==> config.mk <==
export PLATFORM = sky130hd
export DESIGN_NAME = tap_window_finder
export DESIGN_NICKNAME = d
export VERILOG_FILES = /design/src/rtl/winfind_pkg.sv /design/src/rtl/winfind_runlen.sv /design/src/rtl/winfind_ctrl.sv /design/src/rtl/winfind_datapath.sv /design/src/rtl/tap_window_finder.sv
export SDC_FILE = /design/constraint.sdc
export NUM_CORES = 1
export LEC_CHECK = 0
export BUFFER_PORTS_ARGS = -buffer_cell sky130_fd_sc_hd__buf_4
export CAP_MARGIN = 20
export CORE_MARGIN = 3
export CORE_UTILIZATION = 50
export DETAILED_ROUTE_END_ITERATION = 8
export PLACE_DENSITY = 0.79
export SLEW_MARGIN = 20
export SYNTH_ARGS = -nofsm -noshare
export SYNTH_HDL_FRONTEND = slang
export SYNTH_SLANG_ARGS = --single-unit
==> constraint.sdc <==
create_clock -name clk -period 10.8 [get_ports clk]
set_clock_uncertainty 0.05 [all_clocks]
set_input_delay 1.08 -clock clk [delete_from_list [all_inputs] [get_ports clk]]
set_output_delay 1.08 -clock clk [all_outputs]
set_load 0.01 [all_outputs]
==> src/rtl/winfind_pkg.sv <==
package winfind_pkg;

  typedef enum logic [1:0] {
    ST_IDLE,
    ST_SCAN,
    ST_FINISH
  } finder_state_t;

  typedef struct packed {
    logic load;
    logic step;
    logic finish;
  } finder_strobe_t;

endpackage

==> src/rtl/winfind_runlen.sv <==
module winfind_runlen #(
  parameter int TAPS  = 32,
  parameter int LEN_W = 6
) (
  input  logic [TAPS-1:0]  tapBits,
  output logic [LEN_W-1:0] runLen
);

  logic [TAPS-1:0] prefixPass;

  assign prefixPass[0] = tapBits[0];

  genvar gi;
  generate
    for (gi = 1; gi < TAPS; gi++) begin : g_prefix
      assign prefixPass[gi] = prefixPass[gi-1] & tapBits[gi];
    end
  endgenerate

  assign runLen = LEN_W'($countones(prefixPass));

endmodule

==> src/rtl/winfind_ctrl.sv <==
module winfind_ctrl
  import winfind_pkg::*;
(
  input  logic           clk,
  input  logic           rstN,
  input  logic           start,
  input  logic           scanDone,
  output finder_strobe_t strobes,
  output logic           done
);

  finder_state_t state, stateNext;

  always_comb begin
    stateNext = state;
    unique case (state)
      ST_IDLE:   if (start) stateNext = ST_SCAN;
      ST_SCAN:   if (scanDone) stateNext = ST_FINISH;
      ST_FINISH: stateNext = ST_IDLE;
      default:   stateNext = ST_IDLE;
    endcase
  end

  always_comb begin
    strobes.load   = (state == ST_IDLE) && start;
    strobes.step   = (state == ST_SCAN);
    strobes.finish = (state == ST_FINISH);
  end

  always_ff @(posedge clk) begin
    if (!rstN) begin
      state <= ST_IDLE;
      done  <= 1'b0;
    end else begin
      state <= stateNext;
      done  <= strobes.finish;
    end
  end

  assert_done_pulse_R7: assert property (@(posedge clk) disable iff (!rstN)
    done |=> !done);

  assert_no_reload_busy_R8: assert property (@(posedge clk) disable iff (!rstN)
    strobes.step |=> !strobes.load);

endmodule

==> src/rtl/winfind_datapath.sv <==
module winfind_datapath
  import winfind_pkg::*;
#(
  parameter int TAPS        = 32,
  parameter int OUT_W       = 8,
  parameter int EARLY_LEN   = 8,
  parameter int EARLY_START = 4
) (
  input  logic             clk,
  input  logic             rstN,
  input  finder_strobe_t   strobes,
  input  logic [TAPS-1:0]  mapIn,
  output logic             scanDone,
  output logic [OUT_W-1:0] outStart,
  output logic [OUT_W-1:0] outLen,
  output logic [OUT_W-1:0] outPhase,
  output logic             outErr
);

  localparam int POS_W = $clog2(TAPS + 1);
  localparam logic [POS_W-1:0] TAPS_P   = POS_W'(TAPS);
  localparam logic [POS_W-1:0] ELEN_P   = POS_W'(EARLY_LEN);
  localparam logic [POS_W-1:0] ESTART_P = POS_W'(EARLY_START);
  localparam logic [POS_W-1:0] ONE_P    = POS_W'(1);
  localparam logic [POS_W-1:0] THREE_P  = POS_W'(3);
  localparam logic [POS_W-1:0] TWO_P    = POS_W'(2);

  logic [TAPS-1:0]  mapReg;
  logic [POS_W-1:0] pos, bestStart, bestLen;
  logic [POS_W-1:0] curLen, advance, nextPos;
  logic [POS_W-1:0] candStart, candLen;
  logic [POS_W-1:0] offset, phaseRaw;
  logic             takeRun, earlyStop;

  winfind_runlen #(.TAPS(TAPS), .LEN_W(POS_W)) u_runlen (
    .tapBits (mapReg >> pos),
    .runLen  (curLen)
  );

  always_comb begin
    takeRun   = curLen > bestLen;
    candStart = takeRun ? pos : bestStart;
    candLen   = takeRun ? curLen : bestLen;
    advance   = (curLen == '0) ? ONE_P : curLen;
    nextPos   = pos + advance;
    earlyStop = (curLen >= ELEN_P) && (candStart < ESTART_P);
    scanDone  = strobes.step && ((nextPos >= TAPS_P) || earlyStop);
  end

  always_comb begin
    offset   = (bestStart == '0) ? (bestLen / THREE_P) : (bestLen / TWO_P);
    phaseRaw = POS_W'((bestStart + offset) % TAPS_P);
  end

  always_ff @(posedge clk) begin
    if (!rstN) begin
      mapReg    <= '0;
      pos       <= '0;
      bestStart <= '0;
      bestLen   <= '0;
    end else if (strobes.load) begin
      mapReg    <= mapIn;
      pos       <= '0;
      bestStart <= '0;
      bestLen   <= '0;
    end else if (strobes.step) begin
      pos       <= nextPos;
      bestStart <= candStart;
      bestLen   <= candLen;
    end
  end

  always_ff @(posedge clk) begin
    if (!rstN) begin
      outStart <= '0;
      outLen   <= '0;
      outPhase <= '0;
      outErr   <= 1'b0;
    end else if (strobes.finish) begin
      if (bestLen == '0) begin
        outStart <= '0;
        outLen   <= '0;
        outPhase <= '1;
        outErr   <= 1'b1;
      end else begin
        outStart <= OUT_W'(bestStart);
        outLen   <= OUT_W'(bestLen);
        outPhase <= OUT_W'(phaseRaw);
        outErr   <= 1'b0;
      end
    end
  end

  assert_pos_bound_R2: assert property (@(posedge clk) disable iff (!rstN)
    pos <= TAPS_P);

  assert_best_grows_R3: assert property (@(posedge clk) disable iff (!rstN)
    strobes.step |=> bestLen >= $past(bestLen));

  assert_early_halt_R4: assert property (@(posedge clk) disable iff (!rstN)
    (strobes.step && earlyStop) |=> !strobes.step);

  assert_phase_inside_R5: assert property (@(posedge clk) disable iff (!rstN)
    (outLen != '0) |-> ((outPhase >= outStart) &&
      ({1'b0, outPhase} < ({1'b0, outStart} + {1'b0, outLen}))));

  assert_err_sentinel_R6: assert property (@(posedge clk) disable iff (!rstN)
    outErr |-> ((outPhase == '1) && (outLen == '0)));

  assert_map_held_R8: assert property (@(posedge clk) disable iff (!rstN)
    !strobes.load |=> $stable(mapReg));

endmodule

==> src/rtl/tap_window_finder.sv <==
module tap_window_finder
  import winfind_pkg::*;
#(
  parameter int TAPS        = 32,
  parameter int OUT_W       = 8,
  parameter int EARLY_LEN   = 8,
  parameter int EARLY_START = 4
) (
  input  logic             clk,
  input  logic             rstN,
  input  logic             start,
  input  logic [TAPS-1:0]  passMap,
  output logic             done,
  output logic [OUT_W-1:0] winStart,
  output logic [OUT_W-1:0] winLen,
  output logic [OUT_W-1:0] winPhase,
  output logic             winErr
);

  finder_strobe_t strobes;
  logic           scanDone;

  winfind_ctrl u_ctrl (
    .clk      (clk),
    .rstN     (rstN),
    .start    (start),
    .scanDone (scanDone),
    .strobes  (strobes),
    .done     (done)
  );

  winfind_datapath #(
    .TAPS        (TAPS),
    .OUT_W       (OUT_W),
    .EARLY_LEN   (EARLY_LEN),
    .EARLY_START (EARLY_START)
  ) u_dp (
    .clk      (clk),
    .rstN     (rstN),
    .strobes  (strobes),
    .mapIn    (passMap),
    .scanDone (scanDone),
    .outStart (winStart),
    .outLen   (winLen),
    .outPhase (winPhase),
    .outErr   (winErr)
  );

endmodule

* Word level (Yosys, flattened, before mapping)
Index checks and enable logic that the tools add are counted.
** Operators by class
- Equal/unequal tests :: 4
- Magnitude comparators :: 4
- Add/subtract/negate cells :: 33
- Bitwise gates (word level) :: 32
- Shift-type cells :: 1
- Multiplexer cells :: 10
- Reductions and logical operators :: 11
- Div/mod/pow operators :: 1
** Operator list (number)
- $add A1 B1 Y2 :: 16
- $shr A32 B6 Y32 :: 1
- $and A1 B1 Y1 :: 31
- $add A2 B2 Y3 :: 8
- $mux W6 :: 4
- $logic_not A6 Y1 :: 3
- $add A3 B3 Y4 :: 4
- $add A4 B4 Y5 :: 2
- $mux W8 :: 1
- $add A5 B5 Y6 :: 1
- $add A6 B6 Y6 :: 1
- $div A6 B2 Y6 const B :: 1
- $ge A6 B4 Y1 const B :: 1
- $ge A6 B6 Y1 const B :: 1
- $gt A6 B6 Y1 :: 1
- $lt A6 B3 Y1 const B :: 1
- $add A5 B5 Y5 :: 1
- $mux W5 :: 1
- $mux W2 :: 2
- $ne A2 B2 Y1 const B :: 2
- $pmux W2 S2 :: 1
- $reduce_and A2 Y1 :: 2
- $logic_and A1 B1 Y1 :: 3
- $eq A2 B1 Y1 const B :: 1
- 6 further kinds :: 6
** Storage, ports and cells
- Register bits :: 78
- Output and inout bits :: 26
- Logic and storage cells :: 106
- Input port bits :: 35

* Longest topological paths before layout
Gate-level depths: netlist of run 1.
- Depth after elaboration :: 45
- Depth in mapped cells :: 39
- Gate-level depth less buffers :: 35

* Hierarchy
Synthesis of run 1 repeated with hierarchy kept, for this count alone.
** Unflattened totals
- Cell total of the unflattened synthesis :: 735
- Area total of the unflattened synthesis :: 6362.4 µm²
** By module, submodules not included
- winfind_datapath :: sequential area each 1361.3 µm², times used 1, area an instance 5206.2 µm², cells an instance 602
- winfind_runlen :: sequential area each 0.0 µm², times used 1, area an instance 1017.2 µm², cells an instance 119
- winfind_ctrl :: sequential area each 60.1 µm², times used 1, area an instance 138.9 µm², cells an instance 14

* Worst setup path after synthesis of run 1
Ideal clock, no wire load.
- Path type :: reg-to-reg
- Start :: register u_dp.pos[1]
- End :: register u_dp.bestLen[0]
- Arrival :: 8.289 ns
- Buffers on the path :: 6
- Slack :: 2.333 ns
- Setup time :: 0.128 ns
- Period minus slack after synthesis :: 8.467 ns
- Stages on the path, launching flop included :: 35
- Required time :: 10.622 ns
- Cells stage by stage :: dfxtp_1 > buf_6 > buf_8 > buf_6 > inv_1 > nand3_1 > mux4_2 > or4_4 > nor4_4 > buf_4 > o2111ai_1 > fa_1 > fa_1 > inv_1 > fa_1 > fa_1 > inv_1 > fa_1 > inv_1 > fa_1 > ha_1 > inv_1 > fa_1 > inv_1 > a21o_1 > a21oi_1 > xnor2_1 > ha_1 > a211oi_1 > a21o_1 > or2_2 > clkbuf_1 > buf_1 > mux2i_1 > nor2_1
** Between the ends
- Word-level cells in the longest chain between the ends :: 39
- Elaborated cells between the ends (all ways) :: 65
- Those cells by class :: add/sub (31); order compare (1); shift (1); bitwise (31); reduce/logical (1)
** Ends and longest elaborated chain
- start, declared :: line winfind_datapath.sv:29 : logic [POS_W-1:0] pos, bestStart, bestLen;
- start signal, assigned :: line winfind_datapath.sv:67 : pos <= nextPos;
- $shr A32 B6 Y32 * :: line winfind_datapath.sv:36 : .tapBits (mapReg >> pos),
- $and A1 B1 Y1 (31 in series) :: line winfind_runlen.sv:16 : assign prefixPass[gi] = prefixPass[gi-1] & tapBits[gi];
- $add A1 B1 Y2 (implied by the code) :: line winfind_runlen.sv:20 : assign runLen = LEN_W'($countones(prefixPass));
- $add A2 B2 Y3 (implied by the code) :: line winfind_runlen.sv:20
- $add A3 B3 Y4 (implied by the code) :: line winfind_runlen.sv:20
- $add A4 B4 Y5 (implied by the code) :: line winfind_runlen.sv:20
- $add A5 B5 Y6 (implied by the code) * :: line winfind_runlen.sv:20
- $gt A6 B6 Y1 :: line winfind_datapath.sv:41 : takeRun = curLen > bestLen;
- $reduce_and A2 Y1 (no source line)
- end signal, assigned :: line winfind_datapath.sv:69 : bestLen <= candLen;
- end, declared :: line winfind_datapath.sv:29
Every way passes the cells marked *; elsewhere a longest branch is shown, timed or not.
A chain may end at the register's enable or synchronous reset.

* Final worst setup path of run 1
- Start :: register u_dp.pos[1]
- End :: register u_ctrl.state[1]
** Between the ends
- Word-level cells in the longest chain between the ends :: 45
- Elaborated cells between the ends (all ways) :: 76
- Those cells by class :: add/sub (32); order compare (4); eq/ne (1); shift (1); mux (2); bitwise (31); reduce/logical (5)
** Ends and longest elaborated chain
- $shr A32 B6 Y32 :: line winfind_datapath.sv:36
- $and A1 B1 Y1 (31 in series) :: line winfind_runlen.sv:16
- $add A1 B1 Y2 (implied by the code) :: line winfind_runlen.sv:20
- $add A2 B2 Y3 (implied by the code) :: line winfind_runlen.sv:20
- $add A3 B3 Y4 (implied by the code) :: line winfind_runlen.sv:20
- $add A4 B4 Y5 (implied by the code) :: line winfind_runlen.sv:20
- $add A5 B5 Y6 (implied by the code) :: line winfind_runlen.sv:20
- $logic_not A6 Y1 / $gt A6 B6 Y1 (equally long branches) :: line winfind_datapath.sv:44, winfind_datapath.sv:41
- $mux W6 (on tied branches) :: line winfind_datapath.sv:44, winfind_datapath.sv:42
- $add A6 B6 Y6 / $lt A6 B3 Y1 (equally long branches) :: line winfind_datapath.sv:45, winfind_datapath.sv:46
- $ge A6 B6 Y1 / $logic_and A1 B1 Y1 (equally long branches) :: line winfind_datapath.sv:47, winfind_datapath.sv:46
- $logic_or A1 B1 Y1 * :: line winfind_datapath.sv:47 : scanDone = strobes.step && ((nextPos >= TAPS_P) || earlyStop);
- $logic_and A1 B1 Y1 * :: line winfind_datapath.sv:47
- $ne A2 B2 Y1 (no source line) *
- $reduce_and A2 Y1 (no source line) *
- end signal, assigned :: line winfind_ctrl.sv:35 : state <= stateNext;
- end, declared :: line winfind_ctrl.sv:12 : finder_state_t state, stateNext;
Marked as above.

==> results of run 1 <==
-- logic make-up after synthesis --
kind of cell,after synthesis,synth area share (%)
xor+xnor,14,2.02
buf+inv,106,7.24
fa+ha+maj,48,11.7
flops,71,21.1
mux,97,22.0
simple gates,282,20.1
other cells,1,0.0556
compound gates,156,15.8
-- cell usage after synthesis (7+ instances only) --
master / number
sky130_fd_sc_hd__nand3_1: 25
sky130_fd_sc_hd__nand2b_1: 8
sky130_fd_sc_hd__or2_2: 8
sky130_fd_sc_hd__nor2b_1: 12
sky130_fd_sc_hd__a21boi_0: 46
sky130_fd_sc_hd__mux2_2: 17
sky130_fd_sc_hd__mux2i_1: 42
sky130_fd_sc_hd__and2_1: 9
sky130_fd_sc_hd__a21oi_1: 27
sky130_fd_sc_hd__xnor2_1: 10
sky130_fd_sc_hd__buf_2: 12
sky130_fd_sc_hd__nor3_1: 10
sky130_fd_sc_hd__ha_1: 23
sky130_fd_sc_hd__o21ai_0: 21
sky130_fd_sc_hd__clkbuf_1: 33
sky130_fd_sc_hd__mux4_2: 34
sky130_fd_sc_hd__nor2_1: 48
sky130_fd_sc_hd__dfxtp_1: 71
sky130_fd_sc_hd__fa_1: 25
sky130_fd_sc_hd__buf_4: 13
sky130_fd_sc_hd__inv_1: 42
sky130_fd_sc_hd__nand2_1: 124
sky130_fd_sc_hd__a21o_1: 11
sky130_fd_sc_hd__and3_1: 7
sky130_fd_sc_hd__a211oi_1: 8
-- flip-flops by register name (all words and copies together), names as in the netlist --
name and count:
u_ctrl.done 1, u_ctrl.state 2, u_dp.bestLen 6, u_dp.bestStart 6, u_dp.mapReg 32, u_dp.outLen 6, u_dp.outPhase 6, u_dp.outStart 6
u_dp.pos 6
-- routing by layer --
metal	up-vias	GRT usage (%)	part of all wire [%]
met5	-	3.13	0.37
met4	4	8.89	2.2
met3	36	6.31	9.7
met2	286	36.9	43
met1	2781	36.4	44
li1	2795	-	-
-- layout make-up --
cell class                 instances  area share (%)
tap                              172            2.89
clock inverter                     3           0.571
multi-input combinational        601            65.1
sequential                        71            19.1
timing repair buffer              67            6.76
inverter                          42            2.12
clock buffer                      12            3.44
-- worst max-delay path, delay by kind of cell, from the launching register on --
kind,cells,cell delay [ps]
compound gates,8,1210
xor+xnor,2,500
fa+ha+maj,9,3760
buf+inv,6,540
flops,1,910
mux,3,1170
simple gates,5,1390
-- layout by cell type, fill, tap and decap left out, types with 11 or more instances in the layout --
| cell | Yosys | final |
|---|---|---|
| sky130_fd_sc_hd__a21boi_0 | 46 | 46 |
| sky130_fd_sc_hd__a21o_1 | 11 | 11 |
| sky130_fd_sc_hd__nor2_1 | 48 | 48 |
| sky130_fd_sc_hd__nand2_1 | 124 | 124 |
| sky130_fd_sc_hd__mux4_2 | 34 | 34 |
| sky130_fd_sc_hd__nand3_1 | 25 | 25 |
| sky130_fd_sc_hd__inv_1 | 42 | 42 |
| sky130_fd_sc_hd__buf_4 | 13 | 67 |
| sky130_fd_sc_hd__nor2b_1 | 12 | 12 |
| sky130_fd_sc_hd__mux2i_1 | 42 | 42 |
| sky130_fd_sc_hd__ha_1 | 23 | 23 |
| sky130_fd_sc_hd__dfxtp_1 | 71 | 68 |
| sky130_fd_sc_hd__a21oi_1 | 27 | 27 |
| sky130_fd_sc_hd__fa_1 | 25 | 25 |
| sky130_fd_sc_hd__o21ai_0 | 21 | 21 |
| sky130_fd_sc_hd__mux2_2 | 17 | 17 |
-- through the flow --
stage / power (W) / instances / util, %
finish: 0.000752 / 968 / 57.8
global route: 0.000783 / 968 / 57.8
CTS: 0.000753 / 968 / 57.8
detailed placement: 0.000456 / 953 / 55.5
global placement: 0.000455 / 953 / 55.5
floorplan: 0.000411 / 778 / -
-- path summary, 6_finish.rpt --
check / from / end / slack [ps]
max: u_dp.pos[1] / u_ctrl.state[1] / 1160
min: u_dp.mapReg[0] / u_dp.mapReg[0] / 420
max reg2reg: u_dp.pos[1] / u_ctrl.state[1] / 1160
min reg2reg: u_dp.mapReg[0] / u_dp.mapReg[0] / 420
-- where the power goes --
group | switching [W] | internal, W | leakage, nW
logic | 0.0000806 | 0.0000727 | 2.36
registers | 0.0000275 | 0.000274 | 0.579
clock network | 0.000107 | 0.000190 | 0.145
==> metrics.txt, run 1 <==
netlist area before placement=6740 µm²; Final nets=875; via total after detailed routing=5902; Sinks on Clock Net=71; count of flip-flops with a built-in enable after synthesis=0; Die Footprint=14900 µm²; flip-flop and latch count after synthesis=71; clock latency on the worst-skew pair=330 ps; post-layout minimum cycle time=9640 ps; summed area of non-filler cells in the final layout=7450 µm²; maximum clock rate=104 MHz; TritonCTS clock tree=built; pin count of the biggest net entering global routing=55; number of warnings reported in the yosys synthesis log=0; mean number of vias per cell=6.10; number of endpoints failing setup at the final stage=0; Tcrit/Tclk final=89.3%; number of maximum-capacitance violations=0; Worst Hold Path Cells=2; Leakage Power=3.08 nW; library cell with the largest summed area after synthesis=sky130_fd_sc_hd__dfxtp_1; Worst VDD drop=129 µV; arrival time worst endpoint=9820 ps; height of the chip=122 µm; Detailed Routing Iterations Pass 1=5; nature of the critical path endpoint=register; clock buffers created by TritonCTS=9; number of placed I/O pins=61; result of the run=finished, final reports clean; setup repair bufs after CTS=0; required time worst endpoint=10980 ps; first-pass GRT wire length=30.0 mm; Starting Density=52.4%; global-route congestion overflow total=0; buffers added on ports=56; average footprint of a synthesized cell=8.70 µm²; Detail Route Antenna Nets=0; share of post-route cells with drive strength above 1=18.6%; clock tree buffer depth=2; area taken by multi-input logic gates=4850 µm²; number of hold buffers added after cts=0; final-layout setup total negative slack=0 ps; total wire length after detailed routing=17.9 mm; total count of max-transition violations in the final report=0; worst setup slack after layout=1160 ps; maximum level of the CTS H-tree=3; worst hold slack=418 ps; number of rows created at floorplan=41; area of the placeable core=12900 µm²; class of the worst hold path=reg2reg; root buf cell=sky130_fd_sc_hd__clkbuf_16; Post-Place Worst Slack=1160 ps; all-layer global routing usage=25.4%; worst r2r path cells=33; Least-Margin Pin Slew=889 ps; Yosys top cell area share=21.1%; critical path startpoint category=register; clock-pin slew on the worst setup and hold paths=60 ps; CTS-repair resized insts=0; sequential area share after synthesis=21.1%; Fin. Hold Viols=0; x dimension of the die=122 µm; cell with the largest stage delay on the worst path=sky130_fd_sc_hd__dfxtp_2; maximum single-stage delay on the critical path=910 ps; Storage cell area=1430 µm²; number of violations reported at the end of detailed-routing iteration 0=629; drt drc=0; setup repair after global routing missed its margin=false; via count of the first global-routing pass=5806; area delta synth->final=10.4%; Slew Limit Headroom=40.7%; leading cell types by total area after synthesis=sky130_fd_sc_hd__dfxtp_1 21%, sky130_fd_sc_hd__mux4_2 11%, sky130_fd_sc_hd__fa_1 7.4%, sky130_fd_sc_hd__nand2_1 6.9%, sky130_fd_sc_hd__mux2i_1 6.2%; fillcell total=1163; placed wire-length estimate after detailed placement=13.5 mm; dominant synthesized flop cell=sky130_fd_sc_hd__dfxtp_1; number of antenna violations at the first check in global routing=1; power per unit of standard cell area=101 nW/µm²; critical path fanouts, max=36; distinct cell type count of the synthesized netlist=62; Final Wtd Congestion=1.01; gate count of the mapped netlist=775; ant diodes=0; fraction of registers with async set/reset=0%; startpoint-to-endpoint class of the critical path=reg2reg; Top cell by count, worst path=sky130_fd_sc_hd__fa_1; Placed Area=7150 µm²; routed wirelength normalized by instance count=18.5 µm
Note: power is estimated with default switching activity, not from simulation.
==> inputs of run 2 (changes only) <==
--- a/config.mk
+++ b/config.mk
@@ -7,10 +7,12 @@
 export LEC_CHECK = 0
 export BUFFER_PORTS_ARGS = -buffer_cell sky130_fd_sc_hd__buf_4
 export CAP_MARGIN = 20
+export CELL_PAD_IN_SITES_DETAIL_PLACEMENT = 1
+export CELL_PAD_IN_SITES_GLOBAL_PLACEMENT = 1
 export CORE_MARGIN = 3
-export CORE_UTILIZATION = 50
+export CORE_UTILIZATION = 47
 export DETAILED_ROUTE_END_ITERATION = 8
-export PLACE_DENSITY = 0.79
+export PLACE_DENSITY = 0.92
 export SLEW_MARGIN = 20
 export SYNTH_ARGS = -nofsm -noshare
 export SYNTH_HDL_FRONTEND = slang
==> run 2 against run 1 <==
Wire length rose by 40%. Final cell count rose by 0.41%. Combinational power rose by 7%. Count of clock-buffer cells in the layout fell by 1.
==> metrics.txt, run 2 (synthesis gave the netlist of run 1 again) <==
height of the chip=126 µm; buffers added on ports=56; area of the placeable core=13900 µm²; drt drc=0; Fin. Hold Viols=0; Starting Density=48.4%; switching share of power=31.6%; number of antenna violations at the first check in global routing=1; critical path startpoint category=register; maximum clock rate=97.2 MHz; PnR Total Power=0.000786 W; startpoint-to-endpoint class of the critical path=reg2reg; ant diodes=0; TritonCTS clock tree=built; Clock power frac=39.8%; placed wire-length estimate after detailed placement=16.9 mm; arrival time worst endpoint=10470 ps; nature of the critical path endpoint=register; Tcrit/Tclk final=95.2%; clock tree buffer depth=2; utilization of the core after routing=53.4%; all-layer global routing usage=31.6%; cell with the largest stage delay on the worst path=sky130_fd_sc_hd__nor4_4; clock buffers created by TritonCTS=9; x dimension of the die=126 µm; summed area of non-filler cells in the final layout=7450 µm²; combinational share of power=20.9%; most common cell after layout, fill and taps aside=sky130_fd_sc_hd__nand2_1; Die Footprint=15800 µm²; Detailed Routing Iterations Pass 1=5; Biggest register=u_dp.mapReg; number of flip-flops in the largest register=32; via count of the first global-routing pass=6949; class of the worst hold path=reg2reg; Int Power=0.000537 W; family with the most delay on the worst path=adder cells; Final nets=871; setup repair after global routing missed its margin=false; number of hold buffers added after cts=0; Post-Place Worst Slack=572 ps; Top cell by count, worst path=sky130_fd_sc_hd__fa_1; Leakage Power=3.06 nW; Least-Margin Pin Slew=901 ps; Worst VDD drop=101 µV; Sinks on Clock Net=71; maximum level of the CTS H-tree=3; setup repair bufs after CTS=0; critical path fanouts, max=35; via total after detailed routing=6617; total wire length after detailed routing=25.1 mm; number of rows created at floorplan=43; result of the run=finished, final reports clean; clock-pin slew on the worst setup and hold paths=60 ps; Sw Pwr=0.000248 W; area delta synth->final=10.4%; first-pass GRT wire length=40.0 mm; number of placed I/O pins=61; power per unit of standard cell area=105 nW/µm²; Slew Limit Headroom=39.5%; clock latency on the worst-skew pair=340 ps; root buf cell=sky130_fd_sc_hd__clkbuf_16; final-layout setup total negative slack=0 ps; combined buffer and inverter count along the critical path=6; total count of max-transition violations in the final report=0; most frequent cells in the layout=123 x sky130_fd_sc_hd__nand2_1, 68 x sky130_fd_sc_hd__dfxtp_1, 62 x sky130_fd_sc_hd__buf_4; post-layout minimum cycle time=10290 ps; routed wirelength normalized by instance count=25.8 µm; number of violations reported at the end of detailed-routing iteration 0=848; pin count of the biggest net entering global routing=55; global-route congestion overflow total=0; fraction of power consumed by sequential logic=39.2%; Final Wtd Congestion=1.04; Placed Area=7120 µm²; mean number of vias per cell=6.81; required time worst endpoint=10980 ps; maximum single-stage delay on the critical path=830 ps; number of maximum-capacitance violations=0; Detail Route Antenna Nets=0; share of post-route cells with drive strength above 1=18.6%; number of endpoints failing setup at the final stage=0; worst setup slack after layout=514 ps
[run 2: cell count changes in the layout (fill, tap and decap cells not counted), sizes merged]
cell	before	now
buf	67	63
clkbuf	12	11
clkinv	1	0
clkinvlp	1	2
inv	42	43
[run 2: final cells by class]
class | count | area, µm²
Timing Repair Buffer | 63 | 477
Tap cell | 180 | 225
Multi-Input combinational cell | 601 | 4850
Clock inverter | 4 | 53.8
Clock buffer | 11 | 253
Inverter | 42 | 158
Fill cell | 1579 | 6490
Sequential cell | 71 | 1430
[run 2: repair_timing]
| action | in CTS | in global routing |
|---|---|---|
| setup endpoints to repair | 0 | 2 |
| endpoints found under the hold margin | 0 | 0 |
| gates resized for setup | 0 | 1 |
[run 2: power by group through the flow]
stage          combinational [W]  clock [W]  sequential [W]
2_1_floorplan           0.000120          0        0.000292
3_3_place_gp            0.000146          0        0.000307
3_5_place_dp            0.000154          0        0.000310
4_1_cts                 0.000160   0.000312        0.000306
5_1_grt                 0.000174   0.000324        0.000309
6_report                0.000164   0.000313        0.000308
[run 2: worst paths after layout]
kind | startpoint | to | slack (ps) | cells after the start
worst min register to register | u_dp.outStart[0] | u_dp.outStart[0] | 440 | 2
worst max register to register | u_dp.pos[2] | u_ctrl.state[1] | 510 | 32
worst min-delay path | u_dp.outStart[0] | u_dp.outStart[0] | 440 | 2
worst max-delay path | u_dp.pos[2] | u_ctrl.state[1] | 510 | 32
[run 2: layer usage]
metal	vias up	routed length, µm	global-route usage [%]
met1	3263	9710	40.2
met5	-	17	0
met2	454	11900	52.5
li1	2783	-	-
met4	2	1210	13.1
met3	115	2250	6.57
[run 2: through the flow]
stage / hold WS, ps / instances
6_report: 439 / 972
5_1_grt: 450 / 972
4_1_cts: 436 / 971
3_5_place_dp: 408 / 956
3_3_place_gp: 404 / 956
2_1_floorplan: 391 / 778
[run 2: worst reg2reg max path: cells and delay by family (launching register included)]
family                   cells  cell delay (ps)
AO/OA/AOI/OAI                8             1450
buffers and inverters        6              960
XOR/XNOR                     2              510
multiplexers                 1              540
adder cells (fa/ha/maj)      9             3920
flip-flops                   1              560
AND/OR/NAND/NOR              6             2210
